==> config.mk <==
export PLATFORM = sky130hd
export DESIGN_NAME = acc_cpu
export DESIGN_NICKNAME = d
export VERILOG_FILES = /design/src/rtl/acc_cpu_pkg.sv /design/src/rtl/acc_cpu_decode.sv /design/src/rtl/acc_cpu_alu.sv /design/src/rtl/acc_cpu_seq.sv /design/src/rtl/acc_cpu.sv
export SDC_FILE = /design/constraint.sdc
export NUM_CORES = 1
export LEC_CHECK = 0
export CORE_MARGIN = 2
export CORE_UTILIZATION = 45
export CTS_BUF_LIST = sky130_fd_sc_hd__clkbuf_4
export DETAILED_ROUTE_END_ITERATION = 10
export PLACE_DENSITY = 0.84
export SLEW_MARGIN = 20
export SYNTH_ARGS = -nofsm -noshare
export SYNTH_HDL_FRONTEND = slang
export SYNTH_SLANG_ARGS = --single-unit
==> constraint.sdc <==
create_clock -name clk_i -period 6.4 [get_ports clk_i]
set_input_delay 1.28 -clock clk_i [delete_from_list [all_inputs] [get_ports clk_i]]
set_output_delay 1.28 -clock clk_i [all_outputs]
set_load 0.01 [all_outputs]
==> src/rtl/acc_cpu_pkg.sv <==
package acc_cpu_pkg;
  localparam int OPC_W = 4;

  localparam logic [OPC_W-1:0] OP_LDA = 4'h1;
  localparam logic [OPC_W-1:0] OP_STO = 4'h2;
  localparam logic [OPC_W-1:0] OP_ADD = 4'h3;
  localparam logic [OPC_W-1:0] OP_SUB = 4'h4;
  localparam logic [OPC_W-1:0] OP_CMP = 4'h5;
  localparam logic [OPC_W-1:0] OP_JMP = 4'h6;
  localparam logic [OPC_W-1:0] OP_OUT = 4'h7;
  localparam logic [OPC_W-1:0] OP_HLT = 4'hF;

  typedef enum logic [1:0] {ALU_PASS, ALU_ADD, ALU_SUB} alu_op_e;

  typedef enum logic [3:0] {
    S_F_MAR, S_F_WAIT, S_F_MDR, S_F_CIR, S_F_INC, S_DEC,
    S_X_MAR, S_X_WAIT, S_X_MDR, S_X_ALU, S_X_ACC2MDR, S_X_WRITE,
    S_X_JMP, S_X_OUT, S_HALT
  } state_e;

  typedef struct packed {
    logic    rd_opnd;
    logic    is_store;
    logic    is_jump;
    logic    is_out;
    logic    is_halt;
    logic    wr_acc;
    logic    wr_flags;
    alu_op_e alu_op;
  } dec_t;

  typedef struct packed {
    logic ld_mar_pc;
    logic ld_mar_opnd;
    logic ld_mdr_mem;
    logic ld_mdr_acc;
    logic ld_cir;
    logic inc_pc;
    logic ld_pc_opnd;
    logic ld_acc;
    logic ld_flags;
    logic mem_we;
    logic out_valid;
    logic halted;
  } ctl_t;
endpackage

==> src/rtl/acc_cpu_decode.sv <==
module acc_cpu_decode
  import acc_cpu_pkg::*;
(
  input  logic [OPC_W-1:0] opc_i,
  output dec_t             dec_o
);
  always_comb begin
    dec_o = '0;
    dec_o.alu_op = ALU_PASS;
    case (opc_i)
      OP_LDA: begin dec_o.rd_opnd = 1'b1; dec_o.wr_acc = 1'b1; end
      OP_ADD: begin dec_o.rd_opnd = 1'b1; dec_o.wr_acc = 1'b1; dec_o.alu_op = ALU_ADD; end
      OP_SUB: begin dec_o.rd_opnd = 1'b1; dec_o.wr_acc = 1'b1; dec_o.alu_op = ALU_SUB; end
      OP_CMP: begin dec_o.rd_opnd = 1'b1; dec_o.wr_flags = 1'b1; dec_o.alu_op = ALU_SUB; end
      OP_STO: dec_o.is_store = 1'b1;
      OP_JMP: dec_o.is_jump  = 1'b1;
      OP_OUT: dec_o.is_out   = 1'b1;
      OP_HLT: dec_o.is_halt  = 1'b1;
      default: ;  // unknown opcode: no-op
    endcase
  end
endmodule

==> src/rtl/acc_cpu_alu.sv <==
module acc_cpu_alu
  import acc_cpu_pkg::*;
#(
  parameter int W = 16
) (
  input  logic [W-1:0] a_i,
  input  logic [W-1:0] b_i,
  input  alu_op_e      op_i,
  output logic [W-1:0] y_o,
  output logic         zero_o,
  output logic         neg_o
);
  logic [W-1:0] diff;

  assign diff   = a_i - b_i;
  assign zero_o = (diff == '0);
  assign neg_o  = diff[W-1];

  always_comb begin
    case (op_i)
      ALU_ADD: y_o = a_i + b_i;
      ALU_SUB: y_o = diff;
      default: y_o = b_i;
    endcase
  end
endmodule

==> src/rtl/acc_cpu_seq.sv <==
module acc_cpu_seq
  import acc_cpu_pkg::*;
(
  input  logic   clk_i,
  input  logic   rst_ni,
  input  dec_t   dec_i,
  output ctl_t   ctl_o,
  output state_e state_o
);
  state_e state_q, state_d;

  always_ff @(posedge clk_i or negedge rst_ni) begin
    if (!rst_ni) state_q <= S_F_MAR;
    else         state_q <= state_d;
  end

  always_comb begin
    state_d = state_q;
    case (state_q)
      S_F_MAR:  state_d = S_F_WAIT;
      S_F_WAIT: state_d = S_F_MDR;
      S_F_MDR:  state_d = S_F_CIR;
      S_F_CIR:  state_d = S_F_INC;
      S_F_INC:  state_d = S_DEC;
      S_DEC: begin
        if (dec_i.is_halt)                          state_d = S_HALT;
        else if (dec_i.is_jump)                     state_d = S_X_JMP;
        else if (dec_i.is_out)                      state_d = S_X_OUT;
        else if (dec_i.rd_opnd || dec_i.is_store)   state_d = S_X_MAR;
        else                                        state_d = S_F_MAR;
      end
      S_X_MAR:     state_d = dec_i.is_store ? S_X_ACC2MDR : S_X_WAIT;
      S_X_WAIT:    state_d = S_X_MDR;
      S_X_MDR:     state_d = S_X_ALU;
      S_X_ALU:     state_d = S_F_MAR;
      S_X_ACC2MDR: state_d = S_X_WRITE;
      S_X_WRITE:   state_d = S_F_MAR;
      S_X_JMP:     state_d = S_F_MAR;
      S_X_OUT:     state_d = S_F_MAR;
      S_HALT:      state_d = S_HALT;
      default:     state_d = S_F_MAR;
    endcase
  end

  always_comb begin
    ctl_o = '0;
    case (state_q)
      S_F_MAR:     ctl_o.ld_mar_pc   = 1'b1;
      S_F_MDR:     ctl_o.ld_mdr_mem  = 1'b1;
      S_F_CIR:     ctl_o.ld_cir      = 1'b1;
      S_F_INC:     ctl_o.inc_pc      = 1'b1;
      S_X_MAR:     ctl_o.ld_mar_opnd = 1'b1;
      S_X_MDR:     ctl_o.ld_mdr_mem  = 1'b1;
      S_X_ALU: begin
        ctl_o.ld_acc   = dec_i.wr_acc;
        ctl_o.ld_flags = dec_i.wr_flags;
      end
      S_X_ACC2MDR: ctl_o.ld_mdr_acc  = 1'b1;
      S_X_WRITE:   ctl_o.mem_we      = 1'b1;
      S_X_JMP:     ctl_o.ld_pc_opnd  = 1'b1;
      S_X_OUT:     ctl_o.out_valid   = 1'b1;
      S_HALT:      ctl_o.halted      = 1'b1;
      default: ;
    endcase
  end

  assign state_o = state_q;
endmodule

==> src/rtl/acc_cpu.sv <==
module acc_cpu
  import acc_cpu_pkg::*;
#(
  parameter  int DATA_W    = 16,
  parameter  int RESET_VEC = 100,
  localparam int ADDR_W    = DATA_W - OPC_W
) (
  input  logic              clk_i,
  input  logic              rst_ni,
  output logic [ADDR_W-1:0] mem_addr_o,
  output logic [DATA_W-1:0] mem_wdata_o,
  output logic              mem_we_o,
  input  logic [DATA_W-1:0] mem_rdata_i,
  output logic [DATA_W-1:0] out_data_o,
  output logic              out_valid_o,
  output logic              halted_o,
  output logic [ADDR_W-1:0] pc_o,
  output logic [ADDR_W-1:0] mar_o,
  output logic [DATA_W-1:0] mdr_o,
  output logic [DATA_W-1:0] cir_o,
  output logic [DATA_W-1:0] acc_o,
  output logic              zero_o,
  output logic              neg_o
);
  logic [ADDR_W-1:0] pc_q, mar_q;
  logic [DATA_W-1:0] mdr_q, cir_q, acc_q;
  logic              zero_q, neg_q;
  logic [ADDR_W-1:0] opnd;
  dec_t              dec;
  ctl_t              ctl;
  state_e            state_q;
  logic [DATA_W-1:0] alu_y;
  logic              alu_zero, alu_neg;

  assign opnd = cir_q[ADDR_W-1:0];

  acc_cpu_decode u_dec (
    .opc_i (cir_q[DATA_W-1 -: OPC_W]),
    .dec_o (dec)
  );

  acc_cpu_seq u_seq (
    .clk_i   (clk_i),
    .rst_ni  (rst_ni),
    .dec_i   (dec),
    .ctl_o   (ctl),
    .state_o (state_q)
  );

  acc_cpu_alu #(.W(DATA_W)) u_alu (
    .a_i    (acc_q),
    .b_i    (mdr_q),
    .op_i   (dec.alu_op),
    .y_o    (alu_y),
    .zero_o (alu_zero),
    .neg_o  (alu_neg)
  );

  always_ff @(posedge clk_i or negedge rst_ni) begin
    if (!rst_ni) begin
      pc_q   <= ADDR_W'(RESET_VEC);
      mar_q  <= '0;
      mdr_q  <= '0;
      cir_q  <= '0;
      acc_q  <= '0;
      zero_q <= 1'b0;
      neg_q  <= 1'b0;
    end else begin
      if (ctl.ld_mar_pc)        mar_q <= pc_q;
      else if (ctl.ld_mar_opnd) mar_q <= opnd;
      if (ctl.ld_mdr_mem)       mdr_q <= mem_rdata_i;
      else if (ctl.ld_mdr_acc)  mdr_q <= acc_q;
      if (ctl.ld_cir)           cir_q <= mdr_q;
      if (ctl.inc_pc)           pc_q  <= pc_q + 1'b1;
      else if (ctl.ld_pc_opnd)  pc_q  <= opnd;
      if (ctl.ld_acc)           acc_q <= alu_y;
      if (ctl.ld_flags) begin
        zero_q <= alu_zero;
        neg_q  <= alu_neg;
      end
    end
  end

  assign mem_addr_o  = mar_q;
  assign mem_wdata_o = mdr_q;
  assign mem_we_o    = ctl.mem_we;
  assign out_data_o  = acc_q;
  assign out_valid_o = ctl.out_valid;
  assign halted_o    = ctl.halted;
  assign pc_o        = pc_q;
  assign mar_o       = mar_q;
  assign mdr_o       = mdr_q;
  assign cir_o       = cir_q;
  assign acc_o       = acc_q;
  assign zero_o      = zero_q;
  assign neg_o       = neg_q;
endmodule

# Word-level counts from Yosys, hierarchy flattened
# Cells that the tools add are included.
# classes
n_addsub,3
n_eq_ne,24
n_mux,32
reduce_logical,10
# ops
operator,count
2-to-1 mux 12 bit,4
one-hot mux 4 bit (11 select lines),1
equality test 4 x 3 -> 1 bit (second input constant),8
equality test 4 bit (second input constant),8
2-to-1 mux 16 bit,2
one-hot mux 16 bit (2 select lines),1
2-to-1 mux 1 bit,17
adder 16 bit,1
equality test 4 x 2 -> 1 bit (second input constant),4
zero test 16 bit,1
2-to-1 mux 4 bit,4
subtractor 16 bit,1
adder 12 x 1 -> 12 bit (second input constant),1
equality test 4 x 1 -> 1 bit (second input constant),2
nonzero test 2 bit,3
zero test 4 bit,1
one-hot mux 2 bit (2 select lines),1
OR reduction 2 bit,2
OR reduction 4 bit,1
2-to-1 mux 3 bit,1
OR reduction 3 bit,1
equality test 2 x 1 -> 1 bit (second input constant),1
equality test 2 bit (second input constant),1
2-to-1 mux 2 bit,1
logical OR 1 bit,1
# totals
regBits,78
input_bits,18
output_inout_bits,121
wordCells,77

# Longest topological paths before layout
# depth
depth_word,9
mapped_depth,13
depth_no_buf,13

# Cells and area by module
# From an unflattened synthesis, not the netlist that was laid out.
# hier_totals
cells_unflattened,666
area_unflattened_um2,6138.4
# modules_own_cells
mod,instances,cells_each,area_each_um2,seq_area_each_um2
acc_cpu,1,319,3647.2,1855.5
acc_cpu_alu,1,283,1988.2,0.0
acc_cpu_seq,1,49,404.1,100.1
acc_cpu_decode,1,15,98.8,0.0

# Worst setup path after synthesis
# No wires, ideal clock.
# synth_path
kind,register to register
from,"register acc_q[0], in the netlist acc_o[0]"
to,"register zero_q, in the netlist zero_o"
setup_ps,95
arrival_ps,3224
required_time_ps,6305
path_slack_ps,3081
path_stages_with_launch,13
n_path_buf,0
period_less_slack_ps,3319
cell_sequence,dfrtp_1 -> inv_1 -> ha_1 -> inv_1 -> fa_1 -> a211oi_4 -> o21bai_1 -> a21oi_1 -> xnor2_1 -> or4_1 -> or4_1 -> or4_1 -> o31ai_1
# synth_via
elab_chain_cells,2
# synth_rtl
element,line_no,source
start: declaration,acc_cpu.sv:26,"logic [DATA_W-1:0] mdr_q, cir_q, acc_q;"
start signal: assignment,acc_cpu.sv:76,if (ctl.ld_acc) acc_q <= alu_y;
subtractor 16 bit,acc_cpu_alu.sv:15,assign diff = a_i - b_i;
zero test 16 bit,acc_cpu_alu.sv:16,assign zero_o = (diff == '0);
end signal: assignment,acc_cpu.sv:78,zero_q <= alu_zero;
end: declaration,acc_cpu.sv:27,"logic zero_q, neg_q;"
# No other way between the ends.
# A chain may end at the register's enable or synchronous reset.

# Worst setup path in the final report
# layout_path
from,"register u_seq.state_q[3], in the netlist u_seq.state_o[3]"
to,output mem_we_o
# layout_via
elab_chain_cells,2
# layout_rtl
element,line_no,source
start: declaration,acc_cpu_seq.sv:10,"state_e state_q, state_d;"
start signal: assignment,acc_cpu_seq.sv:14,else state_q <= state_d;
equality test 4 bit,acc_cpu_seq.sv:47,case (state_q)
2-to-1 mux 1 bit,acc_cpu_seq.sv:47,
end: declaration,acc_cpu.sv:12,"output logic mem_we_o,"
# No other way between the ends.

==> flow_summary.yaml <==
floorplanning:
  core.rowCount: 41
  die_y_um: 117.5
  fp.coreArea_um2: 12620
  dieArea_um2: 13810
  dieWidth_um: 117.5
  initial_utilization: 0.4594
  ios: 139
worst_setup_path:
  worst_r2r_path_depth: 11
  cp.required_ps: 5120
  r2r_setup_slack_ps: 2820
  r2r_start: "mdr_o[0]"
  arrival_ps: 2820
  endpoint_kind: "output port"
  setup.worst_path.end: "mem_we_o"
  start_kind: "register"
  r2r-end: "zero_o"
  startpoint: "u_seq.state_o[3]"
  critPathKind: "reg2out"
  crit_path_max_fanout: 18
clock_tree:
  cts_tree: "built"
  clk_latency_ps: 440
  postCtsSetupBuffers: 0
  cts_made_buffers: 9
  cts-root-buf: "clkbuf_4"
  cts.clk_slew.worst_paths_ps: 150
  cts_sinks: 78
  clock_path_buffers: 2
  hold_buffers: 0
  post_cts_resized: 0
  htreeDepth: 3
synthesis:
  synthFlopType: "dfrtp_1"
  yosysWarningCount: 0
  synth_xor_area_frac: 0.03021
  synth-simple-area-share: 0.1394
  synthMuxAreaShare: 0.09215
  synth-seq-cells: 78
  syn-instance-count: 660
  yosysUniqueCellTypes: 57
  synth_nets: 714
  synth_compound_area_frac: 0.2048
  yosysSeqAreaShare: 0.3373
  synth.avg_cell_area_um2: 8.785
  synth_edf_count: 0
  async_flop_share: 1.000
  synth_area_um2: 5798
  synth_top_family_by_area: "compound AO/OA/AOI/OAI gates"
  synthAdderAreaFrac: 0.08028
placement:
  dp.cells: 889
  routabilityCongestion: 0.9097
  hpwl_mm: 11.36
  port_buffers: 138
power_and_ir_drop:
  leakage_nw: 3.003
  ir_drop_v: 0.0002305
  powerDensity_nw_per_um2: 595.0
timing:
  min_period_ps: 4099
  skew_ps: 22.73
  tightest_slew_ps: 1120
  setup_tns_ps: 0
  hold_violations: 0
  drv_slew: 0
  setup_viol: 0
  rsz0062_at_grt: "no"
  relSlewSlack: 0.2518
  timing.fmax_mhz: 244.0
  whs_ps: 567.6
  period_share: 0.6404
finish:
  utilization: 0.5606
  stdcell_count: 907
  drive_above_1_share: 0.07084
  layout.nets: 783
  synthToLayoutAreaGrowth_pct: 22.01
drt:
  drcViolationCount: 0
  via_per_inst: 5.707
  wirelength_mm: 15.59
  vias: 5176
  routedWlPerCell_um: 17.19
  drt_first_pass_iters: 5
  ant_nets: 0
  dr.first_iter.drc_count: 390
global_route:
  grt_max_degree: 79
  grt_pass1_vias: 4936
  grt_use_total: 0.2210
  overflow: 0
  antenna_found_initial: 1
  grt_pass1_wl_mm: 25.14
run_status:
  status: "complete, no violations"
job:
  drv_cap: 0
min_path:
  hp-class: "reg2reg"
[kinds of logic after synthesis]
kind of cell | count (synthesis)
muxes | 51
adders and majority gates | 36
and+or+nand+nor | 169
buffers and inverters | 123
xor gates and xnor gates | 20
AOI/OAI and AO/OA | 183
DFF | 78
[per-layer routing]
metal | track usage | part of all wire | vias to the layer above
met5 | 0 | 0 | -
met4 | 0.06777 | 0.017 | 0
met3 | 0.03973 | 0.065 | 19
met2 | 0.3684 | 0.47 | 232
met1 | 0.2936 | 0.44 | 2475
li1 | - | - | 2450
[worst max-delay path: stages, from the launching register on]
cell,delay [ps]
dfrtp_1,620
nand2_1,760
nor3_1,400
clkdlybuf4s50_1,600
[flip-flops by register name, summed over array words and instances, names as in the netlist]
| name | count |
|---|---|
| mdr_o | 16 |
| pc_o | 12 |
| zero_o | 1 |
| acc_o | 16 |
| neg_o | 1 |
| u_seq.state_o | 4 |
| mar_o | 12 |
| cir_o | 16 |
[cell type report]
| class | instances | area (µm²) |
|---|---|---|
| repair buffers | 142 | 1413 |
| diodes | 1 | 2.502 |
| clock buffers | 9 | 67.56 |
| inverters | 39 | 146.4 |
| clock inverters | 7 | 80.08 |
| multi-input cells | 459 | 3194 |
| flip-flops and latches | 78 | 1956 |
| well taps | 172 | 215.2 |
| fillers | 1117 | 5545 |
[power by group]
part / total (W) / internal, W / leakage, nW / switching (W)
Sequential: 0.00113 / 0.000714 / 0.985 / 0.000416
Clock: 0.000325 / 0.000124 / 0.0736 / 0.000201
Combinational: 0.00275 / 0.00136 / 1.94 / 0.00140
Total: 0.00421 / 0.00219 / 3.00 / 0.00202
[placed cells by master (no fill, tap or decap), types with 19 or more instances in the layout]
master	instances
mux2i_1	32
mux2_2	19
nor2_1	49
nand2_1	51
inv_1	38
clkdlybuf4s50_1	137
o21ai_0	61
a21oi_1	48
dfrtp_1	75
ha_1	34
[how the worst min path moves through the flow]
stage	from	to	slack [ps]	cells after the start
floorplan	zero_o	zero_o	510	2
global placement	pc_o[11]	mar_o[11]	520	2
detailed placement	zero_o	zero_o	530	2
CTS	pc_o[5]	mar_o[5]	570	2
global route	zero_o	zero_o	580	2
finish	pc_o[11]	mar_o[11]	570	2
[through the flow]
stage / setup WS, ps / power [W] / cell area, µm²
floorplan: 3081 / 0.002948 / 5798
global placement: 2910 / 0.003795 / 6913
detailed placement: 2794 / 0.003851 / 6913
CTS: 2322 / 0.004181 / 7061
global route: 2118 / 0.004523 / 7074
finish: 2301 / 0.004209 / 7074
[synthesized netlist by cell type (13+ instances only)]
cell type | instances | share of area
a21oi_1 | 48 | 0.041
ha_1 | 34 | 0.073
clkbuf_1 | 31 | 0.020
xnor2_1 | 17 | 0.026
nand2_1 | 51 | 0.033
buf_4 | 45 | 0.058
mux2i_1 | 32 | 0.055
o21ai_0 | 61 | 0.053
nor2_1 | 50 | 0.032
a221oi_1 | 13 | 0.020
mux2_2 | 19 | 0.037
inv_1 | 38 | 0.025
dfrtp_1 | 75 | 0.32
(Power assumes the default switching activity.)
